--- src/rtl/cmp_out_pkg.sv ---
package cmp_out_pkg;

  localparam int MODE_W = 3;

  typedef enum logic [1:0] {
    ACT_NONE = 2'd0,
    ACT_SET  = 2'd1,
    ACT_CLR  = 2'd2,
    ACT_TOG  = 2'd3
  } act_e;

  // Mode codes used by the decoder
  localparam logic [MODE_W-1:0] MODE_SW     = 3'b000;
  localparam logic [MODE_W-1:0] MODE_SET    = 3'b001;
  localparam logic [MODE_W-1:0] MODE_TOGCLR = 3'b010;
  localparam logic [MODE_W-1:0] MODE_SETCLR = 3'b011;
  localparam logic [MODE_W-1:0] MODE_TOG    = 3'b100;
  localparam logic [MODE_W-1:0] MODE_CLR    = 3'b101;
  localparam logic [MODE_W-1:0] MODE_TOGSET = 3'b110;
  localparam logic [MODE_W-1:0] MODE_CLRSET = 3'b111;

  // Strobes from control to datapath; at most one is high
  typedef struct packed {
    logic loadSw;
    logic setReq;
    logic clrReq;
    logic togReq;
  } strobes_t;

endpackage

--- src/rtl/cmp_out_ctrl.sv ---
module cmp_out_ctrl
  import cmp_out_pkg::*;
(
  input  logic              clk,
  input  logic              rstN,
  input  logic              tmrEn,
  input  logic              upDownMode,
  input  logic              countDown,
  input  logic              chanMatch,
  input  logic              periodMatch,
  input  logic [MODE_W-1:0] outMode,
  output strobes_t          strobes
);

  act_e chanAct;
  act_e perAct;
  act_e chosenAct;
  logic risingOnly;

  // Channel-match action per mode
  always_comb begin
    unique case (outMode)
      MODE_SET, MODE_SETCLR:             chanAct = ACT_SET;
      MODE_TOGCLR, MODE_TOG, MODE_TOGSET: chanAct = ACT_TOG;
      MODE_CLR, MODE_CLRSET:             chanAct = ACT_CLR;
      default:                           chanAct = ACT_NONE;
    endcase
  end

  // Set/reset and reset/set act on the channel match only while rising in up/down counting
  assign risingOnly = (outMode == MODE_SETCLR) || (outMode == MODE_CLRSET);

  // Period-match action per mode
  always_comb begin
    unique case (outMode)
      MODE_TOGCLR, MODE_SETCLR: perAct = ACT_CLR;
      MODE_TOGSET, MODE_CLRSET: perAct = ACT_SET;
      default:                  perAct = ACT_NONE;
    endcase
  end

  // Period match with an action wins over the channel match
  always_comb begin
    chosenAct = ACT_NONE;
    if (periodMatch && (perAct != ACT_NONE)) begin
      chosenAct = perAct;
    end else if (chanMatch) begin
      if (upDownMode && countDown && risingOnly) chosenAct = ACT_NONE;
      else                                      chosenAct = chanAct;
    end
  end

  always_comb begin
    strobes = '0;
    if (tmrEn) begin
      if (outMode == MODE_SW) begin
        strobes.loadSw = 1'b1;
      end else begin
        strobes.setReq = (chosenAct == ACT_SET);
        strobes.clrReq = (chosenAct == ACT_CLR);
        strobes.togReq = (chosenAct == ACT_TOG);
      end
    end
  end

  // Assertions
  AST_ONE_STROBE: assert property (@(posedge clk) disable iff (!rstN)
    $onehot0(strobes)) else $error("more than one strobe");
  AST_DIS_QUIET: assert property (@(posedge clk) disable iff (!rstN)
    !tmrEn |-> (strobes == '0)) else $error("strobe while disabled");
  AST_IDLE_QUIET: assert property (@(posedge clk) disable iff (!rstN)
    (tmrEn && outMode != MODE_SW && !chanMatch && !periodMatch) |-> (strobes == '0))
    else $error("strobe without event");
  AST_FALL_GATE: assert property (@(posedge clk) disable iff (!rstN)
    (upDownMode && countDown && !periodMatch && risingOnly) |-> (strobes == '0))
    else $error("falling match acted");

endmodule

--- src/rtl/cmp_out_dp.sv ---
module cmp_out_dp
  import cmp_out_pkg::*;
(
  input  logic     clk,
  input  logic     rstN,
  input  logic     swOut,
  input  strobes_t strobes,
  output logic     outLvl
);

  logic nextLvl;

  always_comb begin
    nextLvl = outLvl;
    if (strobes.loadSw)      nextLvl = swOut;
    else if (strobes.setReq) nextLvl = 1'b1;
    else if (strobes.clrReq) nextLvl = 1'b0;
    else if (strobes.togReq) nextLvl = ~outLvl;
  end

  always_ff @(posedge clk or negedge rstN) begin
    if (!rstN) outLvl <= 1'b0;
    else       outLvl <= nextLvl;
  end

  // Assertions
  AST_SET_HIGH: assert property (@(posedge clk) disable iff (!rstN)
    strobes.setReq |=> outLvl) else $error("set missed");
  AST_CLR_LOW: assert property (@(posedge clk) disable iff (!rstN)
    strobes.clrReq |=> !outLvl) else $error("clear missed");
  AST_TOG_FLIP: assert property (@(posedge clk) disable iff (!rstN)
    strobes.togReq |=> (outLvl != $past(outLvl))) else $error("toggle missed");
  AST_SW_COPY: assert property (@(posedge clk) disable iff (!rstN)
    strobes.loadSw |=> (outLvl == $past(swOut))) else $error("sw copy missed");
  AST_HOLD: assert property (@(posedge clk) disable iff (!rstN)
    (strobes == '0) |=> $stable(outLvl)) else $error("output moved");

endmodule

--- src/rtl/cmp_out_gen.sv ---
module cmp_out_gen
  import cmp_out_pkg::*;
(
  input  logic              clk,
  input  logic              rstN,
  input  logic              tmrEn,
  input  logic              upDownMode,
  input  logic              countDown,
  input  logic              chanMatch,
  input  logic              periodMatch,
  input  logic [MODE_W-1:0] outMode,
  input  logic              swOut,
  output logic              outLvl
);

  strobes_t strobes;

  cmp_out_ctrl uCtrl (
    .clk         (clk),
    .rstN        (rstN),
    .tmrEn       (tmrEn),
    .upDownMode  (upDownMode),
    .countDown   (countDown),
    .chanMatch   (chanMatch),
    .periodMatch (periodMatch),
    .outMode     (outMode),
    .strobes     (strobes)
  );

  cmp_out_dp uDp (
    .clk     (clk),
    .rstN    (rstN),
    .swOut   (swOut),
    .strobes (strobes),
    .outLvl  (outLvl)
  );

endmodule

--- config.mk ---
export PLATFORM = sky130hd
export DESIGN_NAME = cmp_out_gen
export DESIGN_NICKNAME = d
export VERILOG_FILES = /design/src/rtl/cmp_out_pkg.sv /design/src/rtl/cmp_out_ctrl.sv /design/src/rtl/cmp_out_dp.sv /design/src/rtl/cmp_out_gen.sv
export SDC_FILE = /design/constraint.sdc
export NUM_CORES = 1
export LEC_CHECK = 0
export BUFFER_PORTS_ARGS = -buffer_cell sky130_fd_sc_hd__buf_2
export CORE_AREA = 4 4 41 43
export DETAILED_ROUTE_END_ITERATION = 16
export DIE_AREA = 0 0 45 47
export SETUP_SLACK_MARGIN = 0.3
export SLEW_MARGIN = 40
export SYNTH_ARGS = -nofsm -noshare
export SYNTH_HDL_FRONTEND = slang
export SYNTH_SLANG_ARGS = --single-unit
--- constraint.sdc ---
create_clock -name clk -period 1.4 [get_ports clk]
set_clock_uncertainty 0.1 [all_clocks]
set_input_delay 0.14 -clock clk [delete_from_list [all_inputs] [get_ports clk]]
set_output_delay 0.14 -clock clk [all_outputs]
set_load 0.05 [all_outputs]
==> impl_metrics.json, run 1 <==
{
  "arrival_ps": 1140,
  "diodes": 0,
  "outcome": "finished clean",
  "multi_input_area_um2": 101,
  "grt_setup_unrepaired": "true",
  "synth_top_family_by_area": "simple AND/OR/NAND/NOR gates",
  "path_clk_slew_ps": 0,
  "power.density_mw_per_mm2": 579,
  "start_kind": "input pin",
  "rows": 13,
  "ff2ff_setup_slack_ps": 250,
  "slowest_delay_ps": 540,
  "area_growth_pct": 98.0,
  "routedWlPerCell_um": 9.28,
  "dpl_cell_area_um2": 224,
  "synth_nets": 27,
  "fin_crit_ps": 1380,
  "finalCritPeriodShare": 0.983,
  "ys_top_cells_by_area": "dfrtp_1 20%, nand4_1 9.9%, nor2b_1 9.9%",
  "cp_slowest_cell": "or4_4",
  "rr_worst_depth": 4,
  "grt_overflow": 0,
  "track_usage": 0.0402,
  "first_global_vias": 171,
  "critPathKind": "input pin to flip-flop",
  "die_x_um": 45,
  "r2r_start": "uDp.outLvl",
  "relSlewSlack": 0.758,
  "path_cells": "buf_6 > or4_4 > nand3_2 > a21oi_2 > a311o_1",
  "vias_per_cell": 4.09,
  "async_flop_share": 1.00,
  "required_ps": 1170,
  "path_max_fanout": 2,
  "p_leak_nw": 0.112,
  "layout.nets": 44,
  "muxShareOfSynthArea": 0,
  "post_cts_buffers": 0,
  "synth_edf_count": 0,
  "post-synth-top-area-cell": "dfrtp_1",
  "top_regs": "uDp.outLvl: 1 flops",
  "synth_compound_area_frac": 0.267,
  "startpoint": "swOut",
  "grt_max_degree": 7,
  "first_pass_iters": 3,
  "ios": 12,
  "finalHoldViolCount": 0,
  "antenna_found_initial": 0,
  "worst_pin_slew_ps": 358,
  "synth_common_cells": "2 x nand2_1, 2 x nand3_1, 2 x nand4_1, 2 x nor2b_1",
  "utilization": 0.192,
  "largest-register": "uDp.outLvl",
  "die_height_um": 47,
  "yosysWarnings": 0,
  "via_count": 188,
  "grt_pass1_wl_um": 655,
  "r2r-end": "uDp.outLvl",
  "endpoint": "uDp.outLvl",
  "crit_family": "simple AND/OR/NAND/NOR gates",
  "drive_above_1_share": 0.613,
  "synth_simple_gate_area_frac": 0.505,
  "drv_cap": 0,
  "place_congestion": 0.702,
  "fill_cells": 154,
  "setup_violations": 0,
  "die_area_mm2": 0.00212,
  "crit_cells": 5,
  "core_mm2": 0.00130,
  "synth_area_um2": 126,
  "synth.distinct_cells": 12,
  "cp-end-kind": "flip-flop",
  "yosys.area_share.adder": 0,
  "numPortBuffers": 11,
  "synth_seq_cells": 1,
  "hold_path_class": "input pin to flip-flop",
  "netlist_instances": 16,
  "clock.fmax_mhz": 727,
  "postLayoutCellArea_um2": 250,
  "cp_num_buf_inv": 1,
  "drt_iter0_drc": 2,
  "seqCellArea_um2": 26.3,
  "synth_area_per_cell_um2": 7.90,
  "ir_worst_vdd_v": 0.000131,
  "drc": 0,
  "largest_reg_flops": 1,
  "clk_latency_ps": 0,
  "synth_seq_area_share": 0.198,
  "slew_viol_final": 0,
  "yosys_most_used_dff": "dfrtp_1",
  "routed_wl_um": 427,
  "synth_top_area_share": 0.198,
  "initial_core_util": 0.0971,
  "ant_nets": 0,
  "synth_xor_area_frac": 0
}
kinds of logic (layout without fill, tap and decap cells):
kind of cell / after synthesis / count (layout)
AOI/OAI and AO/OA: 4 / 4
buffers and inverters: 1 / 16
DFF: 1 / 1
and+or+nand+nor: 10 / 10
repair_timing:
item | CTS | global route
pin swaps | 3 | 0
setup endpoints to repair | 1 | 1
resized for setup | 3 | 0
hold endpoints to repair | 1 | 0
hold buffers | 1 | 0
gates cloned | 0 | 0
per-layer routing:
layer  global-route usage  routed length, um  vias up  part of all wire
met4                    0                  0        0                 0
met1               0.0406                133       88              0.31
met3               0.0115                 42        0             0.098
li1                     -                  -       95                 -
met5                    0                  0        -                 0
met2               0.0847                251        5              0.59
worst register-to-register path, cell delays in order, from the launching register on:
cell,delay [ps]
dfrtp_2,360
nor2b_1,50
nand4_1,70
o311ai_0,140
a311o_1,300
where the power goes:
part | switching [mW] | internal, mW | total (mW)
clock network | 0 | 0 | 0
logic | 0.0533 | 0.0464 | 0.0997
registers | 0.00734 | 0.0377 | 0.0451
worst min path at each step:
stage | startpoint | to | slack (ps) | depth (start not counted)
after floorplan | rstN | uDp.outLvl | -260 | 0
after global placement | rstN | uDp.outLvl | -180 | 1
final | tmrEn | uDp.outLvl | 330 | 2
after global routing | tmrEn | uDp.outLvl | 350 | 2
after CTS | tmrEn | uDp.outLvl | 330 | 2
after detailed placement | rstN | uDp.outLvl | -180 | 1
cell type report:
type | instances | area share
Timing Repair Buffer | 15 | 0.400
Sequential cell | 1 | 0.105
Multi-Input combinational cell | 14 | 0.405
Tap cell | 15 | 0.0750
Inverter | 1 | 0.0150
metrics by stage:
stage                     std cells  setup TNS [ps]  hold WS (ps)  worst slack [ps]  total power, mW
after floorplan                  16               0          -256              99.3           0.0970
after global placement           45           -47.8          -180             -47.8            0.134
after CTS                        46               0           333              14.5            0.146
final                            46               0           331              24.3            0.145
after global routing             46           -12.8           346             -12.8            0.156
after detailed placement         45           -65.0          -181             -65.0            0.137
layout by cell type (no fill, tap or decap):
cell	instances
buf_2	9
nand3_1	2
nand2_1	2
a22o_2	1
nor2b_1	2
buf_4	3
dlygate4sd3_1	1
a21oi_2	1
dfrtp_2	1
nand3_2	1
o311ai_0	1
nand4_1	2
buf_6	2
a311o_1	1
or4_4	1
inv_1	1
(Power assumes the default switching activity.)
==> run 2: changes to the inputs <==
--- a/config.mk
+++ b/config.mk
@@ -6,9 +6,9 @@
 export NUM_CORES = 1
 export LEC_CHECK = 0
 export BUFFER_PORTS_ARGS = -buffer_cell sky130_fd_sc_hd__buf_2
-export CORE_AREA = 4 4 41 43
+export CORE_AREA = 2 2 39 41
 export DETAILED_ROUTE_END_ITERATION = 16
-export DIE_AREA = 0 0 45 47
+export DIE_AREA = 0 0 41 43
 export SETUP_SLACK_MARGIN = 0.3
 export SLEW_MARGIN = 40
 export SYNTH_ARGS = -nofsm -noshare
==> run 2 against run 1 <==
Net effect: power decreased by 3.6%; flip-flop and latch count unchanged; via count decreased by 1.1%; first-iteration DRC count increased by 100%; hold slack got worse by 13 ps; wire length decreased by 15%; largest cell class unchanged.
==> impl_metrics.json, run 2 (synthesis gave the netlist of run 1 again) <==
{
  "die_height_um": 43,
  "path_cells": "buf_6 > or4_4 > nand3_2 > a21oi_2 > a311o_1",
  "final_common_cell": "buf_2",
  "required_ps": 1170,
  "numPortBuffers": 11,
  "layout.nets": 43,
  "path_max_fanout": 2,
  "fin_crit_ps": 1360,
  "cp_slowest_cell": "or4_4",
  "diodes": 0,
  "top_regs": "uDp.outLvl: 1 flops",
  "antenna_found_initial": 0,
  "grt_max_degree": 7,
  "start_kind": "input pin",
  "ios": 12,
  "critPathKind": "input pin to flip-flop",
  "hold_start": "tmrEn",
  "setup_violations": 0,
  "clock.fmax_mhz": 733,
  "die_x_um": 41,
  "drv_cap": 0,
  "p_leak_nw": 0.106,
  "clk_latency_ps": 0,
  "grt_setup_unrepaired": "true",
  "rows": 14,
  "drc": 0,
  "path_clk_slew_ps": 0,
  "finalWorstSetupSlack_ps": 35.5,
  "ant_nets": 0,
  "area_growth_pct": 88.1,
  "outcome": "finished clean",
  "drt_iter0_drc": 4,
  "largest_reg_flops": 1,
  "routed_wl_um": 365,
  "power.density_mw_per_mm2": 587,
  "grt_overflow": 0,
  "hold_path_class": "input pin to flip-flop",
  "postLayoutCellArea_um2": 238,
  "die_area_mm2": 0.00176,
  "ir_worst_vdd_v": 0.000114,
  "place_congestion": 0.536,
  "track_usage": 0.0440,
  "slowest_delay_ps": 530,
  "arrival_ps": 1140,
  "drive_above_1_share": 0.600,
  "startpoint": "outMode[1]",
  "routedWlPerCell_um": 7.93,
  "fin_hold_ws_ps": 318,
  "relSlewSlack": 0.774,
  "initial_core_util": 0.0913,
  "dpl_cell_area_um2": 218,
  "pre_cts_ws_ps": -53.6,
  "finalCritPeriodShare": 0.975,
  "largest-register": "uDp.outLvl",
  "finalHoldViolCount": 0,
  "fill_cells": 155,
  "place_hpwl_um": 328,
  "vias_per_cell": 4.04,
  "core_mm2": 0.00138,
  "slew_viol_final": 0,
  "post_cts_buffers": 0,
  "grt_pass1_wl_um": 593,
  "fin_tns_setup_ps": 0,
  "finalPower_mw": 0.140,
  "first_pass_iters": 4,
  "r2r_start": "uDp.outLvl",
  "cp-end-kind": "flip-flop",
  "via_count": 186,
  "worst_pin_slew_ps": 335,
  "first_global_vias": 155
}
-- run 2: worst paths after layout --
path	end	slack, ps	cells after the start
worst max-delay path	uDp.outLvl	40	5
worst min-delay path	uDp.outLvl	320	2
worst max register to register	uDp.outLvl	270	4
worst min register to register	uDp.outLvl	550	2
max in group asynchronous	uDp.outLvl	750	2
min in group asynchronous	uDp.outLvl	350	2
-- run 2: final cells by class --
class,instances,area (um^2),share of cell area
Inverter,1,3.75,0.0158
Timing Repair Buffer,14,86.3,0.363
Tap cell,16,20.0,0.0842
Sequential cell,1,26.3,0.111
Multi-Input combinational cell,14,101,0.426
-- run 2: where the power goes --
part | switching, mW | internal, mW
sequential | 0.00675 | 0.0377
clock | 0 | 0
combinational | 0.0522 | 0.0430
total | 0.0590 | 0.0807
-- run 2: worst max-delay path: cells and delay by family --
kind / cells / cell delay (ps)
AOI/OAI and AO/OA: 2 / 290
buffers and inverters: 1 / 90
and+or+nand+nor: 2 / 610
-- run 2: repair_timing --
action / in CTS / in global routing
hold buffers: 1 / 0
hold endpoints to repair: 1 / 0
setup endpoints to repair: 1 / 1
pin swaps: 3 / 0
gates cloned: 0 / 0
gates resized for setup: 2 / 0
-- run 2: per-stage QoR --
stage	utilization	instances
2_1_floorplan	-	16
3_3_place_gp	0.157	45
3_5_place_dp	0.157	45
4_1_cts	0.172	46
5_1_grt	0.172	46
6_report	0.172	46
-- run 2: per-layer routing --
layer  vias up  GRT usage  part of all wire
met2         5     0.0875              0.53
met5         -          0                 0
met4         0          0                 0
li1         93          -                 -
met3         0     0.0105              0.11
met1        88     0.0446              0.35
